$ cat config.mk
export PLATFORM = sky130hd
export DESIGN_NAME = qspi_access_arbiter
export DESIGN_NICKNAME = d
export VERILOG_FILES = /design/src/rtl/qspi_arb_pkg.sv /design/src/rtl/qspi_arb_pick.sv /design/src/rtl/qspi_arb_rule.sv /design/src/rtl/qspi_arb_pad.sv /design/src/rtl/qspi_access_arbiter.sv
export SDC_FILE = /design/constraint.sdc
export NUM_CORES = 1
export LEC_CHECK = 0
export BUFFER_PORTS_ARGS = -buffer_cell sky130_fd_sc_hd__buf_4
export CELL_PAD_IN_SITES_DETAIL_PLACEMENT = 1
export CELL_PAD_IN_SITES_GLOBAL_PLACEMENT = 2
export CORE_AREA = 4 4 180 182
export CTS_BUF_LIST = sky130_fd_sc_hd__clkbuf_4
export DETAILED_ROUTE_END_ITERATION = 10
export DIE_AREA = 0 0 184 186
export PLACE_DENSITY = 0.85
export REMOVE_ABC_BUFFERS = 1
export SKIP_LAST_GASP = 1
export SLEW_MARGIN = 20
export SYNTH_ARGS = -nofsm -noshare
export SYNTH_HDL_FRONTEND = slang
export SYNTH_SLANG_ARGS = --single-unit
$ cat constraint.sdc
create_clock -name clk -period 10.2 [get_ports clk]
set_clock_uncertainty 0.1 [all_clocks]
set_input_delay 0.51 -clock clk [delete_from_list [all_inputs] [get_ports clk]]
set_output_delay 0.51 -clock clk [all_outputs]
set_load 0.05 [all_outputs]
$ cat src/rtl/qspi_arb_pkg.sv
package qspi_arb_pkg;

  localparam logic [7:0] OP_OPEN   = 8'h32;
  localparam logic [7:0] OP_CLOSE  = 8'h33;
  localparam logic [7:0] OP_SELECT = 8'h34;
  localparam logic [7:0] OP_REG_RD = 8'h35;
  localparam logic [7:0] OP_REG_WR = 8'h36;
  localparam logic [7:0] OP_SEND   = 8'h37;
  localparam logic [7:0] OP_ERASE  = 8'h38;
  localparam logic [7:0] OP_WRITE  = 8'h39;
  localparam logic [7:0] OP_READ   = 8'h3A;

  localparam logic [31:0] ST_OK        = 32'h0000_0000;
  localparam logic [31:0] ST_NOT_OWNER = 32'h0000_0101;
  localparam logic [31:0] ST_BUSY      = 32'h0000_0102;
  localparam logic [31:0] ST_NO_CS     = 32'h0000_0103;
  localparam logic [31:0] ST_CFG       = 32'h0000_0104;
  localparam logic [31:0] ST_LEN       = 32'h0000_0105;
  localparam logic [31:0] ST_ARG       = 32'h0000_0106;
  localparam logic [31:0] ST_UNKNOWN   = 32'h0000_0107;

  typedef enum logic [1:0] {S_IDLE, S_WAIT, S_HOLD} arb_state_e;

  typedef struct packed {
    logic [31:0] status;
    logic        go_dev;
    logic        grab;
    logic        release_own;
    logic        load_cs;
  } verdict_t;

endpackage

$ cat src/rtl/qspi_arb_pick.sv
module qspi_arb_pick #(
  parameter int N   = 4,
  parameter int IDW = 2
) (
  input  logic [N-1:0]   req,
  output logic           hit,
  output logic [IDW-1:0] idx
);
  // Fixed priority: the lowest index wins.
  always_comb begin
    hit = |req;
    idx = '0;
    for (int i = N - 1; i >= 0; i--) begin
      if (req[i]) idx = IDW'(i);
    end
  end
endmodule

$ cat src/rtl/qspi_arb_rule.sv
module qspi_arb_rule
  import qspi_arb_pkg::*;
#(
  parameter int IDW           = 2,
  parameter int MAX_WORDS     = 1024,
  parameter int MAX_REG_BYTES = 8,
  parameter int CS_LINES      = 4
) (
  input  logic [7:0]     code,
  input  logic [31:0]    arg0,
  input  logic [31:0]    arg1,
  input  logic [IDW-1:0] client,
  input  logic           owned,
  input  logic [IDW-1:0] owner,
  input  logic           cs_ok,
  input  logic           cfg_busy,
  output verdict_t       verdict
);
  logic is_owner;
  logic bad_words, bad_bytes, bad_sector, bad_sel;

  assign is_owner   = owned && (owner == client);
  assign bad_words  = (arg1 == 32'd0) || (arg1 > 32'(MAX_WORDS));
  assign bad_bytes  = (arg1 == 32'd0) || (arg1 > 32'(MAX_REG_BYTES));
  assign bad_sector = !((arg1 == 32'd4) || (arg1 == 32'd32) || (arg1 == 32'd64));
  assign bad_sel    = (arg0 >= 32'(CS_LINES));

  always_comb begin
    verdict = '{status: ST_OK, go_dev: 1'b0, grab: 1'b0, release_own: 1'b0, load_cs: 1'b0};
    unique case (code)
      OP_OPEN: begin
        if (owned || cfg_busy) verdict.status = ST_BUSY;
        else                   verdict.grab   = 1'b1;
      end
      OP_CLOSE: begin
        if (!is_owner) verdict.status      = ST_NOT_OWNER;
        else           verdict.release_own = 1'b1;
      end
      OP_SELECT: begin
        if (!is_owner)    verdict.status  = ST_NOT_OWNER;
        else if (bad_sel) verdict.status  = ST_ARG;
        else              verdict.load_cs = 1'b1;
      end
      OP_READ, OP_WRITE: begin
        if (!is_owner)      verdict.status = ST_NOT_OWNER;
        else if (!cs_ok)    verdict.status = ST_NO_CS;
        else if (cfg_busy)  verdict.status = ST_CFG;
        else if (bad_words) verdict.status = ST_LEN;
        else                verdict.go_dev = 1'b1;
      end
      OP_ERASE: begin
        if (!is_owner)       verdict.status = ST_NOT_OWNER;
        else if (!cs_ok)     verdict.status = ST_NO_CS;
        else if (bad_sector) verdict.status = ST_ARG;
        else                 verdict.go_dev = 1'b1;
      end
      OP_REG_RD, OP_REG_WR: begin
        if (!is_owner)      verdict.status = ST_NOT_OWNER;
        else if (!cs_ok)    verdict.status = ST_NO_CS;
        else if (bad_bytes) verdict.status = ST_LEN;
        else                verdict.go_dev = 1'b1;
      end
      OP_SEND: begin
        if (!is_owner)   verdict.status = ST_NOT_OWNER;
        else if (!cs_ok) verdict.status = ST_NO_CS;
        else             verdict.go_dev = 1'b1;
      end
      default: verdict.status = ST_UNKNOWN;
    endcase
  end
endmodule

$ cat src/rtl/qspi_arb_pad.sv
module qspi_arb_pad #(
  parameter int WB    = 4,
  parameter int CNT_W = 4
) (
  input  logic             pad_en,
  input  logic [CNT_W-1:0] left,
  input  logic [WB*8-1:0]  din,
  output logic [WB*8-1:0]  dout,
  output logic [CNT_W-1:0] left_nxt
);
  for (genvar b = 0; b < WB; b++) begin : g_byte
    assign dout[b*8 +: 8] = (!pad_en || (left > CNT_W'(b))) ? din[b*8 +: 8] : 8'h00;
  end

  assign left_nxt = (left > CNT_W'(WB)) ? (left - CNT_W'(WB)) : '0;
endmodule

$ cat src/rtl/qspi_access_arbiter.sv
module qspi_access_arbiter
  import qspi_arb_pkg::*;
#(
  parameter int NUM_CLIENTS   = 4,
  parameter int MAX_WORDS     = 1024,
  parameter int MAX_REG_BYTES = 8,
  parameter int CS_LINES      = 4,
  parameter int IDW           = (NUM_CLIENTS > 1) ? $clog2(NUM_CLIENTS) : 1,
  parameter int LEN_W         = $clog2(MAX_WORDS + 1)
) (
  input  logic                     clk,
  input  logic                     rst,
  input  logic                     cfg_busy,
  input  logic [NUM_CLIENTS-1:0]   cmd_valid,
  input  logic [NUM_CLIENTS*8-1:0] cmd_code,
  input  logic [NUM_CLIENTS*32-1:0] cmd_arg0,
  input  logic [NUM_CLIENTS*32-1:0] cmd_arg1,
  output logic                     rsp_valid,
  output logic [IDW-1:0]           rsp_client,
  output logic [31:0]              rsp_status,
  output logic [CS_LINES-1:0]      flash_cs,
  output logic                     dev_req,
  output logic [7:0]               dev_op,
  output logic [31:0]              dev_addr,
  output logic [LEN_W-1:0]         dev_len,
  input  logic                     dev_ack,
  input  logic                     dev_rvalid,
  input  logic [31:0]              dev_rdata,
  output logic                     rd_valid,
  output logic [IDW-1:0]           rd_client,
  output logic [31:0]              rd_data
);
  localparam int CSW   = (CS_LINES > 1) ? $clog2(CS_LINES) : 1;
  localparam int CNT_W = $clog2(MAX_REG_BYTES + 1);

  arb_state_e       st;
  logic             own_v;
  logic [IDW-1:0]   own_id;
  logic [IDW-1:0]   cur;
  logic             pad_on;
  logic [CNT_W-1:0] bytes_left;

  logic             gnt_hit;
  logic [IDW-1:0]   gnt_idx;
  logic [7:0]       sel_code;
  logic [31:0]      sel_arg0, sel_arg1;
  verdict_t         verdict;
  logic [31:0]      pad_data;
  logic [CNT_W-1:0] bytes_nxt;
  logic [LEN_W-1:0] len_calc;

  qspi_arb_pick #(.N(NUM_CLIENTS), .IDW(IDW)) u_pick (
    .req (cmd_valid),
    .hit (gnt_hit),
    .idx (gnt_idx)
  );

  assign sel_code = cmd_code[gnt_idx*8 +: 8];
  assign sel_arg0 = cmd_arg0[gnt_idx*32 +: 32];
  assign sel_arg1 = cmd_arg1[gnt_idx*32 +: 32];

  qspi_arb_rule #(
    .IDW(IDW), .MAX_WORDS(MAX_WORDS), .MAX_REG_BYTES(MAX_REG_BYTES), .CS_LINES(CS_LINES)
  ) u_rule (
    .code     (sel_code),
    .arg0     (sel_arg0),
    .arg1     (sel_arg1),
    .client   (gnt_idx),
    .owned    (own_v),
    .owner    (own_id),
    .cs_ok    (|flash_cs),
    .cfg_busy (cfg_busy),
    .verdict  (verdict)
  );

  qspi_arb_pad #(.WB(4), .CNT_W(CNT_W)) u_pad (
    .pad_en   (pad_on),
    .left     (bytes_left),
    .din      (dev_rdata),
    .dout     (pad_data),
    .left_nxt (bytes_nxt)
  );

  // Length field handed to the engine, per command class.
  always_comb begin
    unique case (sel_code)
      OP_READ, OP_WRITE:     len_calc = LEN_W'(sel_arg1);
      OP_REG_RD, OP_REG_WR:  len_calc = LEN_W'((sel_arg1 + 32'd3) >> 2);
      OP_ERASE:              len_calc = LEN_W'(sel_arg1);
      default:               len_calc = '0;
    endcase
  end

  always_ff @(posedge clk) begin
    if (rst) begin
      st         <= S_IDLE;
      own_v      <= 1'b0;
      own_id     <= '0;
      flash_cs   <= '0;
      cur        <= '0;
      pad_on     <= 1'b0;
      bytes_left <= '0;
      rsp_valid  <= 1'b0;
      rsp_client <= '0;
      rsp_status <= '0;
      dev_req    <= 1'b0;
      dev_op     <= '0;
      dev_addr   <= '0;
      dev_len    <= '0;
      rd_valid   <= 1'b0;
      rd_client  <= '0;
      rd_data    <= '0;
    end else begin
      rd_valid <= 1'b0;
      unique case (st)
        S_IDLE: begin
          if (gnt_hit) begin
            if (verdict.go_dev) begin
              dev_req    <= 1'b1;
              dev_op     <= sel_code;
              dev_addr   <= sel_arg0;
              dev_len    <= len_calc;
              cur        <= gnt_idx;
              pad_on     <= (sel_code == OP_REG_RD);
              bytes_left <= CNT_W'(sel_arg1);
              st         <= S_WAIT;
            end else begin
              rsp_valid  <= 1'b1;
              rsp_client <= gnt_idx;
              rsp_status <= verdict.status;
              st         <= S_HOLD;
              if (verdict.grab) begin
                own_v    <= 1'b1;
                own_id   <= gnt_idx;
                flash_cs <= '0;
              end
              if (verdict.release_own) begin
                own_v    <= 1'b0;
                flash_cs <= '0;
              end
              if (verdict.load_cs) begin
                flash_cs <= CS_LINES'(1) << sel_arg0[CSW-1:0];
              end
            end
          end
        end
        S_WAIT: begin
          if (dev_rvalid) begin
            rd_valid   <= 1'b1;
            rd_client  <= cur;
            rd_data    <= pad_data;
            bytes_left <= bytes_nxt;
          end
          if (dev_ack) begin
            dev_req    <= 1'b0;
            rsp_valid  <= 1'b1;
            rsp_client <= cur;
            rsp_status <= ST_OK;
            st         <= S_HOLD;
          end
        end
        default: begin
          rsp_valid <= 1'b0;
          st        <= S_IDLE;
        end
      endcase
    end
  end
endmodule

==> results of run 1 <==
layout make-up:
| cell class | instances | area [um^2] | area share (%) |
|---|---|---|---|
| sequential | 110 | 2200 | 19.8 |
| inverter | 15 | 56.3 | 0.507 |
| tap | 396 | 495 | 4.46 |
| timing repair buffer | 435 | 3270 | 29.4 |
| clock inverter | 6 | 77.6 | 0.699 |
| multi-input combinational | 758 | 4920 | 44.4 |
| clock buffer | 10 | 75.1 | 0.676 |
| antenna | 1 | 2.50 | 0.0225 |
registers in the layout (all words and copies together), names as in the netlist:
name and cells:
rsp_client 2, flash_cs 4, pad_on 1, rd_client 2
dev_len 11, rd_data 32, bytes_left 4, dev_addr 32
cur 2, rsp_status 4, own_id 2, dev_op 8
dev_req 1, rsp_valid 1, own_v 1, rd_valid 1
st 2
logic make-up (layout without fill, tap and decap cells):
logic type / Yosys count / in the layout / synth area share (%)
xor+xnor: 7 / 7 / 0.807
simple gates: 411 / 411 / 26.7
buf+inv: 107 / 466 / 7.86
fa+ha+maj: 2 / 2 / 0.329
mux: 77 / 77 / 12.5
compound gates: 233 / 233 / 22.8
flops: 110 / 110 / 29.0
other cells: 1 / 29 / 0.0494
routing by layer:
metal	up-vias	share of wire, %	global-route usage (%)
met5	-	0.036	0
met4	2	1.5	4.29
met1	4246	41	23.8
met2	287	51	36.4
met3	30	6.7	4.98
li1	4233	-	-
stage by stage:
step	util [%]	instance area [um^2]	hold slack, ns	total power, mW
after global placement	35.8	10900	0.343	0.744
after detailed placement	35.8	10900	0.351	0.747
after CTS	36.3	11100	0.0872	1.00
after floorplan	-	7160	0.335	0.582
final	36.3	11100	0.132	0.986
after global routing	36.3	11100	0.0739	1.05
worst reg2reg max path, stage by stage, from the launching register on:
cell	delay, ns
sky130_fd_sc_hd__dfxtp_1	0.43
sky130_fd_sc_hd__nor3_1	0.08
sky130_fd_sc_hd__nand3b_1	0.26
sky130_fd_sc_hd__nor3_1	0.50
sky130_fd_sc_hd__o311ai_1	0.23
sky130_fd_sc_hd__a2111o_1	0.39
sky130_fd_sc_hd__a311oi_4	0.88
sky130_fd_sc_hd__buf_4	0.64
sky130_fd_sc_hd__mux2i_1	0.29
sky130_fd_sc_hd__nor2_1	0.05
layout by cell type, fill, tap and decap left out, types with 8 or more instances in the layout:
cell type / n
sky130_fd_sc_hd__buf_4: 435
sky130_fd_sc_hd__nand2_1: 122
sky130_fd_sc_hd__dfxtp_1: 110
sky130_fd_sc_hd__nor2_1: 108
sky130_fd_sc_hd__mux2i_1: 62
sky130_fd_sc_hd__a21oi_1: 45
sky130_fd_sc_hd__nor4_1: 38
sky130_fd_sc_hd__conb_1: 28
sky130_fd_sc_hd__a22oi_1: 27
sky130_fd_sc_hd__nor3_1: 22
sky130_fd_sc_hd__nor2b_1: 19
sky130_fd_sc_hd__nand3_1: 18
sky130_fd_sc_hd__a31oi_1: 17
sky130_fd_sc_hd__nor3b_1: 16
sky130_fd_sc_hd__and3_1: 15
sky130_fd_sc_hd__a21o_1: 14
sky130_fd_sc_hd__mux4_2: 14
sky130_fd_sc_hd__inv_1: 13
sky130_fd_sc_hd__o21ai_0: 13
sky130_fd_sc_hd__a211oi_1: 12
sky130_fd_sc_hd__o31ai_1: 12
sky130_fd_sc_hd__and2_1: 12
sky130_fd_sc_hd__o211ai_1: 11
sky130_fd_sc_hd__o211a_1: 10
sky130_fd_sc_hd__clkbuf_4: 10
sky130_fd_sc_hd__o221ai_1: 8
worst min-delay path by stage:
stage	start	endpoint	slack, ns	depth (start not counted)
finish	dev_rdata[11]	rd_data[11]	0.13	3
global route	dev_rdata[10]	rd_data[10]	0.07	3
global placement	rd_data[28]	rd_data[28]	0.34	2
CTS	dev_rdata[5]	rd_data[5]	0.09	3
detailed placement	rd_data[26]	rd_data[26]	0.35	2
floorplan	st[1]	rsp_valid	0.34	1
where the power goes:
group	leakage [nW]	switching, mW	internal (mW)
clock network	0.0863	0.165	0.0829
logic	3.84	0.164	0.138
registers	0.888	0.00229	0.433
==> reports/metrics.yaml, run 1 <==
gr-usage-all-layers_pct: 20.0
place_hpwl_um: 29800
worstSetupStartpointType: "primary input"
floorplan.die_area_um2: 34200
vias: 8798
first_global_vias: 9338
cts-resized-gates: 0
synth-seq-cells: 110
rr_startpoint: "own_id[1]"
postLayoutSetupSlackWorst_ns: 4.84
design.final.nets: 1660
clock-root-buffer: "sky130_fd_sc_hd__clkbuf_4"
chip_height_um: 186
yosysTopAreaCell: "sky130_fd_sc_hd__dfxtp_1"
dp_cells: 1714
critical_path.top_delay_family: "compound AO/OA/AOI/OAI gates"
cts.repair_timing.setup_buffer_count: 0
max_freq_mhz: 186
grt_start_max_net_pins: 75
irDropWorstVdd_mv: 0.0499
synth-main-ff-cell: "sky130_fd_sc_hd__dfxtp_1"
critical_path.max_stage_delay_ns: 0.89
worstRegToRegCells: 9
p_per_area_nw_per_um2: 88.8
synth-edff-count: 0
final-instance-count-excl-fill: 1731
gpl.final_weighted_congestion: 0.895
synthesis.instances: 948
post-place-ws_ns: 4.24
cts_tree: "done"
ant_nets: 0
clk_latency_ns: 0.50
wl_per_cell_um: 20.9
synth.yosys.seq_area_share_pct: 29.0
globalRouteOverflowTotal: 0
synth.most_common_cell: "sky130_fd_sc_hd__nand2_1"
leakagePower_nw: 4.81
timing.slew.headroom_pct: 27.4
synth_common_cells: "sky130_fd_sc_hd__nand2_1 (122), sky130_fd_sc_hd__dfxtp_1 (110), sky130_fd_sc_hd__nor2_1 (108)"
drive_above_1_share_pct: 36.5
min_path_type: "in -> reg"
crit_type: "in -> reg"
initial_antenna_violation_count: 2
timing.reg2reg.setup_slack_ns: 6.23
timing.critical_path.to_type: "register"
rr_endpoint: "dev_op[2]"
final.period_utilization_pct: 52.6
core_area_um2: 30600
netlist_area_um2: 7600
syn_to_final_growth_pct: 46.1
post-route-min-period_ns: 5.36
run_status: "finished, final reports clean"
numCtsBuffers: 9
fillers: 3745
path_buf_inv: 3
htree_num_levels: 3
die_wd_um: 184
cp_data_arrival_time_ns: 5.63
maximum_capacitance_violations: 0
post-route-drc-count: 0
route.final.wire_length_um: 36200
crit_path_top_delay_cell: "sky130_fd_sc_hd__a311oi_4"
crit_path_start: "cmd_valid[0]"
final-hold-violation-count: 0
end_of_the_critical_path: "dev_op[2]"
global_route_wire_length_before_repair_um: 53500
final.setup.tns_ns: 0
report.final.slew_viol_count: 0
design.portCount: 455
initial_core_util_pct: 24.8
cp.required_ns: 10.47
postSynth.asyncResetShare_pct: 0
drtIter0Drc: 327
path_common_cell: "sky130_fd_sc_hd__buf_4"
cts.sink_count: 110
rsz0062_at_grt: "no"
synth_area_leaders: "sky130_fd_sc_hd__dfxtp_1 (29%), sky130_fd_sc_hd__mux2i_1 (8.2%), sky130_fd_sc_hd__nand2_1 (6.0%), sky130_fd_sc_hd__nor2_1 (5.3%), sky130_fd_sc_hd__mux4_2 (4.2%)"
port_buffers: 426
ys.warnings.count: 0
row_count: 64
worst_pin_slew_ns: 1.07
cts.hold.buffers_added: 0
clkTransAtPathRegs_ns: 0.20
drtPass1Iterations: 4
route.detailed.vias_per_inst: 5.08
critPathMaxFanout: 36
crit_path_cell_trace: "buf_4 -> clkinv_1 -> o21ai_4 -> mux4_2 -> or4_1 -> a2111oi_1 -> o211ai_1 -> a311oi_4 -> buf_4 -> mux2i_1 -> nor2_1"
critical_path_cell_count: 11
clock_tree.buffer_depth: 2
synth.lib_cells_used.distinct: 86
finalSetupViolations: 0
synth_largest_type_area_fraction_pct: 29.0
syn_avg_cell_area_um2: 8.01
(Power assumes the default switching activity.)
==> run 2, diff against run 1 <==
--- a/config.mk
+++ b/config.mk
@@ -8,11 +8,11 @@
 export BUFFER_PORTS_ARGS = -buffer_cell sky130_fd_sc_hd__buf_4
 export CELL_PAD_IN_SITES_DETAIL_PLACEMENT = 1
 export CELL_PAD_IN_SITES_GLOBAL_PLACEMENT = 2
-export CORE_AREA = 4 4 180 182
+export CORE_AREA = 4 4 187 189
 export CTS_BUF_LIST = sky130_fd_sc_hd__clkbuf_4
 export DETAILED_ROUTE_END_ITERATION = 10
-export DIE_AREA = 0 0 184 186
-export PLACE_DENSITY = 0.85
+export DIE_AREA = 0 0 191 193
+export PLACE_DENSITY = 0.79
 export REMOVE_ABC_BUFFERS = 1
 export SKIP_LAST_GASP = 1
 export SLEW_MARGIN = 20
==> constraint.sdc (replaced) <==
create_clock -name clk -period 5.4 [get_ports clk]
set_clock_uncertainty 0.1 [all_clocks]
set_input_delay 0.27 -clock clk [delete_from_list [all_inputs] [get_ports clk]]
set_output_delay 0.27 -clock clk [all_outputs]
set_load 0.05 [all_outputs]
==> run 2 against run 1 <==
  * First-iteration DRC count fell by 9.2%
  * Critical path depth did not move
  * Sequential share of layout area fell by 0.76 points
  * Sequential cell count did not move
  * Setup slack got worse by 3.6 ns
  * Cell area rose by 4.0%
  * Clock-buffer cell count fell by 1
  * Highest routed layer is now met4
  * Largest power group unchanged
==> reports/metrics.yaml, run 2 (same netlist as run 1, synthesis figures left out) <==
clock-root-buffer: "sky130_fd_sc_hd__clkbuf_4"
globalRouteOverflowTotal: 0
row_count: 67
finalSetupViolations: 0
design.final.nets: 1699
critPathMaxFanout: 74
post-route-min-period_ns: 4.13
place_hpwl_um: 30000
multi_input_area_um2: 4920
max_freq_mhz: 242
htree_num_levels: 3
fillers: 4036
run_status: "finished, final reports clean"
irDropWorstVdd_mv: 0.0920
final.period_utilization_pct: 76.5
holdCritStartpoint: "rst"
numCtsBuffers: 9
most_common_library_cell_in_the_layout_ignoring_fill_and_taps: "sky130_fd_sc_hd__buf_4"
hold_path_end: "rd_data[3]"
first_global_vias: 9402
vias: 8927
clk_latency_ns: 0.49
cts_tree: "done"
post-route-drc-count: 0
drive_above_1_share_pct: 35.9
timing.critical_path.to_type: "register"
chip_height_um: 193
cts.sink_count: 110
maximum_capacitance_violations: 0
clkTransAtPathRegs_ns: 0.22
design.portCount: 455
worstSetupStartpointType: "primary input"
grt_start_max_net_pins: 75
syn_to_final_growth_pct: 52.0
register_area_um2: 2200
worst_pin_slew_ns: 0.895
report.final.slew_viol_count: 0
whs_path_depth: 2
largest_registers: "dev_addr (32), rd_data (32), dev_len (11)"
rsz0062_at_grt: "no"
postLayoutSetupSlackWorst_ns: 1.27
initial_antenna_violation_count: 1
route.final.wire_length_um: 36800
cts-resized-gates: 0
drtPass1Iterations: 4
cp.required_ns: 5.69
final-hold-violation-count: 0
rr_endpoint: "dev_len[8]"
floorplan.die_area_um2: 36900
cp_data_arrival_time_ns: 4.42
route.detailed.vias_per_inst: 4.90
port_buffers: 426
most_frequent_cells_in_the_layout: "sky130_fd_sc_hd__buf_4 (440), sky130_fd_sc_hd__nand2_1 (122), sky130_fd_sc_hd__dfxtp_1 (110)"
cts.hold.buffers_added: 33
min_path_type: "in -> reg"
gr-usage-all-layers_pct: 18.9
rr_startpoint: "own_id[1]"
cts.repair_timing.setup_buffer_count: 0
post-place-ws_ns: 0.709
worstRegToRegCells: 9
clock_tree.buffer_depth: 2
drtIter0Drc: 297
finish.utilization_pct: 34.7
p_per_area_nw_per_um2: 160
die_wd_um: 191
leakagePower_nw: 4.96
crit_type: "in -> reg"
wl_per_cell_um: 20.2
gpl.final_weighted_congestion: 0.859
timing.slew.headroom_pct: 40.0
global_route_wire_length_before_repair_um: 54500
initial_core_util_pct: 22.8
core_area_um2: 33300
timing.reg2reg.setup_slack_ns: 2.16
ant_nets: 0
-- run 2: cell count changes in the layout (fill, tap and decap cells not counted), sizes merged --
cell	before	now
buf	435	441
bufinv	1	0
clkbuf	10	9
dlygate4sd3	0	33
clkinv	4	5
inv	16	15
clkinvlp	0	2
-- run 2: worst max path at each step --
stage | from | to | slack [ns] | depth (start not counted)
after global placement | cmd_valid[0] | dev_len[4] | 0.85 | 11
after detailed placement | cmd_valid[0] | dev_len[9] | 0.71 | 11
after CTS | cmd_valid[2] | flash_cs[1] | 1.27 | 10
after floorplan | cmd_valid[3] | dev_len[0] | -2.76 | 9
after global routing | cmd_valid[0] | bytes_left[0] | 0.97 | 11
final | cmd_valid[0] | dev_len[8] | 1.27 | 11
-- run 2: critical path, cell delays in order --
cell                        delay (ns)
sky130_fd_sc_hd__buf_4            0.22
sky130_fd_sc_hd__or2_0            0.42
sky130_fd_sc_hd__nor2_4           0.59
sky130_fd_sc_hd__mux4_2           0.39
sky130_fd_sc_hd__or4_1            0.48
sky130_fd_sc_hd__a2111oi_1        0.55
sky130_fd_sc_hd__o211ai_1         0.31
sky130_fd_sc_hd__a311oi_4         0.36
sky130_fd_sc_hd__buf_12           0.40
sky130_fd_sc_hd__o221ai_1         0.22
sky130_fd_sc_hd__o211a_1          0.18
-- run 2: per-layer routing --
layer,track usage [%],share of wire (%),vias up
li1,-,-,4316
met1,22.0,40,4293
met2,34.9,51,290
met3,4.97,7.8,28
met4,4.23,1.7,0
met5,0,0,-
-- run 2: report_power, final --
part	switching (mW)	internal (mW)
registers	0.00389	0.819
clock network	0.324	0.108
logic	0.317	0.279
-- run 2: area by class of cell --
class	count	area share [%]
multi-input combinational	758	42.7
timing repair buffer	474	31.6
sequential	110	19.1
tap	448	4.86
clock inverter	7	0.661
clock buffer	9	0.585
inverter	15	0.488
antenna	1	0.0217
-- run 2: stage by stage --
stage	hold slack [ns]	TNS, ns	instances	total power, mW	instance area [um^2]
5_1_grt	0.0754	0	1822	1.95	11500
2_1_floorplan	0.235	-141.56	883	1.10	7160
6_report	0.0756	0	1822	1.85	11500
4_1_cts	0.0483	0	1821	1.89	11500
3_5_place_dp	0.345	0	1772	1.42	11100
3_3_place_gp	0.340	0	1772	1.41	11100
